## src/rtl/spim_pkg.sv

```systemverilog
package spim_pkg;
    localparam int SPIM_DW  = 32;
    localparam int SPIM_NCS = 4;
    localparam int SPIM_CHW = $clog2(SPIM_NCS);
    localparam int SPIM_AW  = 6;

    localparam logic [SPIM_AW-1:0] A_CFG = 6'h00;
    localparam logic [SPIM_AW-1:0] A_SVC = 6'h04;
    localparam logic [SPIM_AW-1:0] A_DIV = 6'h08;
    localparam logic [SPIM_AW-1:0] A_TXC = 6'h0C;
    localparam logic [SPIM_AW-1:0] A_TXB = 6'h10;
    localparam logic [SPIM_AW-1:0] A_RXC = 6'h14;
    localparam logic [SPIM_AW-1:0] A_RXB = 6'h18;
    localparam logic [SPIM_AW-1:0] A_IST = 6'h28;
    localparam logic [SPIM_AW-1:0] A_IEN = 6'h2C;

    typedef struct packed {
        logic       en;
        logic       master;
        logic       cpol;
        logic       cpha;
        logic [1:0] len;
    } cfg_t;

    typedef struct packed {
        logic                eof;
        logic [SPIM_CHW-1:0] ch;
    } tag_t;

    function automatic logic [7:0] word_bits(input logic [1:0] code);
        return ({6'd0, code} + 8'd1) << 3;
    endfunction

    function automatic logic [SPIM_NCS-1:0] ch_onehot(input logic [SPIM_CHW-1:0] ch);
        return SPIM_NCS'(1) << ch;
    endfunction
endpackage

```

## src/rtl/spim_tick.sv

```systemverilog
module spim_tick
    import spim_pkg::*;
#(
    parameter int DIV_W = 8
) (
    input  logic             clk,
    input  logic             rst,
    input  logic             run,
    input  logic [DIV_W-1:0] div,
    output logic             tick
);
    logic [DIV_W-1:0] cnt_q;
    logic [DIV_W-1:0] half;

    assign half = (div == '0) ? DIV_W'(1) : div;
    assign tick = run && (cnt_q == half - DIV_W'(1));

    always_ff @(posedge clk) begin
        if (rst || !run) cnt_q <= '0;
        else if (tick)   cnt_q <= '0;
        else             cnt_q <= cnt_q + DIV_W'(1);
    end

    AST_TICK_SPACING: assert property (@(posedge clk) disable iff (rst)
        (tick && half > DIV_W'(1)) |=> !tick);
endmodule

```

## src/rtl/spim_shift.sv

```systemverilog
module spim_shift
    import spim_pkg::*;
#(
    parameter int DW = SPIM_DW
) (
    input  logic                clk,
    input  logic                rst,
    input  logic                start,
    input  logic                tick,
    input  cfg_t                cfg,
    input  tag_t                tag_in,
    input  logic [DW-1:0]       tx_in,
    input  logic                miso,
    output logic                busy,
    output logic                done,
    output logic [DW-1:0]       rx_word,
    output tag_t                tag_out,
    output logic                sclk,
    output logic                mosi,
    output logic [SPIM_NCS-1:0] cs
);
    localparam int CNT_W = $clog2(2 * DW + 2);

    logic [CNT_W-1:0] edge_q, lim_q;
    logic [DW-1:0]    out_sh, rx_sh, aligned;
    logic [7:0]       nb;
    logic             cpha_q, lead, sample;

    assign nb      = word_bits(cfg.len);
    assign aligned = tx_in << (8'(DW) - nb);
    assign lead    = ~edge_q[0];
    assign sample  = lead ^ cpha_q;
    assign done    = busy && tick && (edge_q == lim_q);
    assign rx_word = rx_sh;

    always_ff @(posedge clk) begin
        if (rst) begin
            busy <= 1'b0; sclk <= 1'b0; mosi <= 1'b0;
            out_sh <= '0; rx_sh <= '0; edge_q <= '0; lim_q <= '0;
            cpha_q <= 1'b0; tag_out <= '0; cs <= '0;
        end else if (start) begin
            busy    <= 1'b1;
            sclk    <= cfg.cpol;
            edge_q  <= '0;
            lim_q   <= CNT_W'({1'b0, nb} << 1);
            cpha_q  <= cfg.cpha;
            tag_out <= tag_in;
            cs      <= ch_onehot(tag_in.ch);
            rx_sh   <= '0;
            if (!cfg.cpha) begin
                mosi   <= aligned[DW-1];
                out_sh <= aligned << 1;
            end else begin
                out_sh <= aligned;
            end
        end else if (busy && tick) begin
            if (edge_q == lim_q) begin
                busy <= 1'b0;
                if (tag_out.eof) cs <= '0;
            end else begin
                sclk   <= ~sclk;
                edge_q <= edge_q + CNT_W'(1);
                if (sample) begin
                    rx_sh <= {rx_sh[DW-2:0], miso};
                end else begin
                    mosi   <= out_sh[DW-1];
                    out_sh <= out_sh << 1;
                end
            end
        end else if (!busy) begin
            sclk <= cfg.cpol;
        end
    end

    AST_ONE_CS: assert property (@(posedge clk) disable iff (rst)
        $onehot0(cs));
    AST_START_SELECTS: assert property (@(posedge clk) disable iff (rst)
        start |=> (busy && cs != '0));
    AST_EOF_RELEASE: assert property (@(posedge clk) disable iff (rst)
        (done && tag_out.eof) |=> (cs == '0));
    AST_FRAME_HOLD: assert property (@(posedge clk) disable iff (rst)
        (done && !tag_out.eof) |=> $stable(cs));
    AST_TAG_STABLE: assert property (@(posedge clk) disable iff (rst)
        (busy && !done) |=> $stable(tag_out));
endmodule

```

## src/rtl/spim_regs.sv

```systemverilog
module spim_regs
    import spim_pkg::*;
#(
    parameter int DIV_W = 8,
    parameter int DW    = SPIM_DW
) (
    input  logic               clk,
    input  logic               rst,
    input  logic               bus_sel,
    input  logic               bus_wr,
    input  logic               bus_rd,
    input  logic [SPIM_AW-1:0] bus_addr,
    input  logic [31:0]        bus_wdata,
    output logic [31:0]        bus_rdata,
    input  logic               busy,
    input  logic               done,
    input  logic [DW-1:0]      rx_word,
    input  tag_t               rx_tag_in,
    output cfg_t               cfg,
    output logic [DIV_W-1:0]   div,
    output tag_t               txc,
    output logic               start,
    output logic               irq
);
    logic          wr_hit, rd_hit, rx_full, done_lat;
    logic [DW-1:0] rx_data;
    tag_t          rx_tag;
    logic [7:0]    ien, istat;

    assign wr_hit = bus_sel && bus_wr;
    assign rd_hit = bus_sel && bus_rd;
    assign start  = wr_hit && (bus_addr == A_TXB) && cfg.en && cfg.master && !busy;
    assign istat  = {3'd0, done_lat, ~busy, rx_full, 2'd0};
    assign irq    = |(istat & ien);

    always_ff @(posedge clk) begin
        if (rst) begin
            cfg <= '0; div <= '0; txc <= '0; ien <= '0;
            rx_full <= 1'b0; done_lat <= 1'b0; rx_data <= '0; rx_tag <= '0;
        end else begin
            if (wr_hit) begin
                case (bus_addr)
                    A_CFG: cfg <= '{en: bus_wdata[31], master: bus_wdata[11],
                                    cpol: bus_wdata[14], cpha: bus_wdata[13],
                                    len: bus_wdata[1:0]};
                    A_DIV: div <= bus_wdata[DIV_W-1:0];
                    A_TXC: txc <= bus_wdata[$bits(tag_t)-1:0];
                    A_IEN: ien <= bus_wdata[7:0];
                    default: ;
                endcase
            end
            if (done)                                         rx_full <= 1'b1;
            else if (rd_hit && bus_addr == A_RXB)             rx_full <= 1'b0;
            if (done)                                         done_lat <= 1'b1;
            else if (wr_hit && bus_addr == A_IST && bus_wdata[4]) done_lat <= 1'b0;
            if (done) begin
                rx_data <= rx_word;
                rx_tag  <= rx_tag_in;
            end
        end
    end

    always_comb begin
        case (bus_addr)
            A_CFG:   bus_rdata = {cfg.en, 16'd0, cfg.cpol, cfg.cpha, 1'b0,
                                  cfg.master, 9'd0, cfg.len};
            A_SVC:   bus_rdata = {31'd0, busy};
            A_DIV:   bus_rdata = 32'(div);
            A_TXC:   bus_rdata = 32'(txc);
            A_RXC:   bus_rdata = 32'(rx_tag);
            A_RXB:   bus_rdata = 32'(rx_data);
            A_IST:   bus_rdata = {24'd0, istat};
            A_IEN:   bus_rdata = {24'd0, ien};
            default: bus_rdata = '0;
        endcase
    end

    AST_RXFULL_SET: assert property (@(posedge clk) disable iff (rst)
        done |=> rx_full);
    AST_RXFULL_CLEAR: assert property (@(posedge clk) disable iff (rst)
        (rd_hit && bus_addr == A_RXB && !done) |=> !rx_full);
    AST_DONE_LATCH: assert property (@(posedge clk) disable iff (rst)
        done |=> (done_lat && !busy));
endmodule

```

## src/rtl/spim_ctrl.sv

```systemverilog
module spim_ctrl
    import spim_pkg::*;
#(
    parameter int DIV_W = 8
) (
    input  logic        clk,
    input  logic        rst,
    input  logic        bus_sel,
    input  logic        bus_wr,
    input  logic        bus_rd,
    input  logic [5:0]  bus_addr,
    input  logic [31:0] bus_wdata,
    output logic [31:0] bus_rdata,
    output logic        irq,
    output logic        sclk,
    output logic        mosi,
    input  logic        miso,
    output logic [3:0]  cs_n
);
    cfg_t                cfg;
    tag_t                txc, rx_tag;
    logic [DIV_W-1:0]    div;
    logic                start, busy, done, tick;
    logic [SPIM_DW-1:0]  rx_word;
    logic [SPIM_NCS-1:0] cs;

    assign cs_n = ~cs;

    spim_regs #(.DIV_W(DIV_W), .DW(SPIM_DW)) u_regs (
        .clk(clk), .rst(rst), .bus_sel(bus_sel), .bus_wr(bus_wr), .bus_rd(bus_rd),
        .bus_addr(bus_addr), .bus_wdata(bus_wdata), .bus_rdata(bus_rdata),
        .busy(busy), .done(done), .rx_word(rx_word), .rx_tag_in(rx_tag),
        .cfg(cfg), .div(div), .txc(txc), .start(start), .irq(irq)
    );

    spim_tick #(.DIV_W(DIV_W)) u_tick (
        .clk(clk), .rst(rst), .run(busy), .div(div), .tick(tick)
    );

    spim_shift #(.DW(SPIM_DW)) u_shift (
        .clk(clk), .rst(rst), .start(start), .tick(tick), .cfg(cfg),
        .tag_in(txc), .tx_in(bus_wdata[SPIM_DW-1:0]), .miso(miso),
        .busy(busy), .done(done), .rx_word(rx_word), .tag_out(rx_tag),
        .sclk(sclk), .mosi(mosi), .cs(cs)
    );
endmodule

```

## config.mk

```make
export PLATFORM = sky130hd
export DESIGN_NAME = spim_ctrl
export DESIGN_NICKNAME = d
export VERILOG_FILES = /design/src/rtl/spim_pkg.sv /design/src/rtl/spim_tick.sv /design/src/rtl/spim_shift.sv /design/src/rtl/spim_regs.sv /design/src/rtl/spim_ctrl.sv
export SDC_FILE = /design/constraint.sdc
export NUM_CORES = 1
export LEC_CHECK = 0
export BUFFER_PORTS_ARGS = -buffer_cell sky130_fd_sc_hd__buf_2
export CORE_ASPECT_RATIO = 0.5
export CORE_MARGIN = 8
export CORE_UTILIZATION = 60
export CTS_CLUSTER_DIAMETER = 120
export DETAILED_ROUTE_END_ITERATION = 8
export PLACE_DENSITY = 0.81
export REMOVE_ABC_BUFFERS = 1
export SLEW_MARGIN = 20
export SYNTH_ARGS = -nofsm -noshare
export SYNTH_HDL_FRONTEND = slang
export SYNTH_SLANG_ARGS = --single-unit
```

## constraint.sdc

```tcl
create_clock -name clk -period 3.7 [get_ports clk]
set_clock_uncertainty 0.2 [all_clocks]
set_input_delay 0.185 -clock clk [delete_from_list [all_inputs] [get_ports clk]]
set_output_delay 0.185 -clock clk [all_outputs]
set_load 0.05 [all_outputs]
```

==> qor.yml <==
clock_tree:
  clk_latency_ps: 430
  clockBufferDepth: 2
  clk_pin_slew_ps: 70
  numClockSinks: 155
  root_buffer: "clkbuf_16"
  numCtsBuffers: 17
  cts_tree: "done"
  h-tree-depth: 4
  post-cts-setup-buffers: 0
worst_setup_path:
  critPathLaunch: "u_regs.div[3]"
  crit_arrival_ps: 3410
  crit_path_start_kind: "flop"
  cp_slowest_cell: "nor4_4"
  worstPathMaxFanout: 32
  cp.required_ps: 3810
  worstPathBufferInverterCount: 1
  critical_path_class: "flop to flop"
  cp_common_cell: "nor4_4"
  crit_chain: "nor4_4 -> a31oi_1 -> ha_1 -> nor3b_1 -> xnor2_1 -> nor4_4 -> o21a_1 -> nand3_2 -> buf_4 -> a2111oi_0"
  cpPeakStageDelay_ps: 410
  r2r_start: "u_regs.div[3]"
  cp_top_family: "simple AND/OR/NAND/NOR gates"
  worstSetupEndpointType: "flop"
synth:
  synth-seq-area-share_pct: 37.11
  synth.ff_latch_count: 155
  netlist-cell-type-count: 63
  avgSynthCellArea_um2: 8.505
  synth_area_um2: 8361
  synth_top_cell_by_area: "dfxtp_1"
  synth_edf_count: 0
  yosysWarnings: 0
  synthArstFlopShare_pct: 0
  netlist_instances: 983
  synth_top_area_share_pct: 37.11
  synth_area_leaders: "dfxtp_1 (37%), a21oi_1 (5.6%), nor2_1 (5.3%), a2111oi_2 (5.0%), mux2i_1 (4.0%)"
  dominantRegCellSynth: "dfxtp_1"
placement:
  hpwl_mm: 14.57
  place_area_um2: 8747
  gp_congestion: 0.9194
  numPortBuffers: 82
timing:
  holdWs_ps: 84.97
  min_period_over_period_pct: 89.21
  max_freq_ghz: 0.3030
  rsz0062_at_grt: "no"
  fin_crit_ps: 3301
  hold_viol: 0
  maxSlewHeadroom_pct: 42.17
  maxSlewViolCount: 0
  worst_pin_slew_ps: 862.8
  finalSetupViolations: 0
floorplan:
  io_pins: 83
  core-area_um2: 13590
  die_h_um: 99.47
  start_util_pct: 61.53
  die_w_um: 182.9
  row_count: 30
  die-area_um2: 18200
global_route:
  grt_usage_pct: 25.37
  grt_pass1_wl_mm: 38.39
  gr-total-overflow: 0
  grt_antenna_before_repair: 0
  grt_max_degree: 73
  first_global_vias: 7393
route:
  vias: 8022
  first_iter_violations: 933
  drt_drc_violations_left: 0
  wl_mm: 23.64
  drt-vias-per-instance: 6.586
  post_drt_wl_per_cell_um: 19.41
  dr.pass1.iters: 6
  ant_nets: 0
cells_and_area:
  final_common_cell: "dfxtp_1"
  antenna_cells: 0
  finalInstanceArea_um2: 9537
  most-common-layout-cells: "dfxtp_1 (155), nor2_1 (117), a21oi_1 (94), buf_2 (81), nand2_1 (47)"
  drive_above_1_share_pct: 20.27
  layout.nets: 1062
  syn_to_final_growth_pct: 14.07
min_path:
  min_from: "bus_addr[0]"
  hold_path.class: "primary input to flop"
pwr:
  total_power_w: 0.003679
  p_leak_nw: 3.443
  powerDensity_nw_per_um2: 385.8
  vdd_drop_max_v: 0.0003013
run:
  maxCapViolCount: 0
status:
  status: "finished, final reports clean"
[final timing paths]
| path | slack (ps) | endpoint | depth (start not counted) |
|---|---|---|---|
| setup / recovery | 400 | u_shift.out_sh[1] | 10 |
| hold reg to reg | 260 | u_regs.rx_data[9] | 2 |
| setup reg to reg | 400 | u_shift.out_sh[1] | 10 |
| hold / removal | 80 | u_regs.done_lat | 5 |
[registers in the layout, indices dropped and copies added (netlist names)]
register	cells
u_regs.div	8
u_shift.out_sh	32
u_shift.busy	1
u_shift.rx_word	32
u_tick.cnt_q	8
u_regs.cfg	6
u_shift.tag_out	3
u_regs.done_lat	1
u_shift.mosi	1
u_shift.sclk	1
u_regs.rx_full	1
u_regs.ien	8
u_shift.cs	4
u_regs.rx_tag	3
u_regs.txc	3
u_regs.rx_data	32
u_shift.cpha_q	1
u_shift.edge_q	7
u_shift.lim_q	3
[through the flow]
step           setup WS [ps]  TNS [ps]  utilization [%]  std cells
5_1_grt                148.2         0            70.18       1218
4_1_cts                329.4         0            70.11       1218
3_3_place_gp           482.9         0            64.37       1169
3_5_place_dp           354.2         0            64.37       1169
6_report               399.2         0            70.18       1218
2_1_floorplan         -416.3    -27300                -        871
[layer usage]
metal / up-vias / routed length [um] / track usage, %
met4: 0 / 511 / 9.006
met2: 417 / 10840 / 39.57
met5: - / 0 / 0
met1: 3810 / 10250 / 34.23
met3: 51 / 2031 / 5.420
li1: 3744 / - / -
[worst register-to-register path, stage by stage (launching register included)]
cell and delay [ps]:
dfxtp_1 400, nor4_4 410, a31oi_1 140, ha_1 270, nor3b_1 160, xnor2_1 170, nor4_4 350, o21a_1 220
nand3_2 110, buf_4 350, a2111oi_0 420
[what timing repair did]
item	CTS	global route
resized for setup	0	1
hold buffers	17	0
hold endpoints to repair	29	0
setup endpoints to repair	0	1
[cell type report]
class	count	area, um2
multi-input cells	702	4743
fillers	1066	4051
flip-flops and latches	155	3103
repair buffers	123	788.3
clock buffers	19	452.9
well taps	192	240.2
clock inverters	13	156.4
inverters	14	52.55
[synthesized netlist by cell type, types with 23 or more instances]
master       n
nand3_1     44
nand2_1     47
nor4_1      39
mux2i_1     33
a2111oi_2   28
a21oi_1     94
o21ai_0     32
nand4_1     43
o41ai_1     37
clkbuf_1    79
dfxtp_1    155
and2_1      23
nor2_1     117
[cells by family after synthesis]
kind of cell	after synthesis	synth area share, %
buf+inv	126	6.375
fa+ha+maj	5	0.7483
xor+xnor	16	1.841
mux	57	8.261
simple gates	366	22.60
compound gates	258	23.06
flops	155	37.11
[power by group]
group | internal [W] | switching [W]
logic | 0.0000618 | 0.000126
registers | 0.00167 | 0.000000860
clock network | 0.00105 | 0.000773
total | 0.00278 | 0.000900
Note: power is estimated with default switching activity, not from simulation.
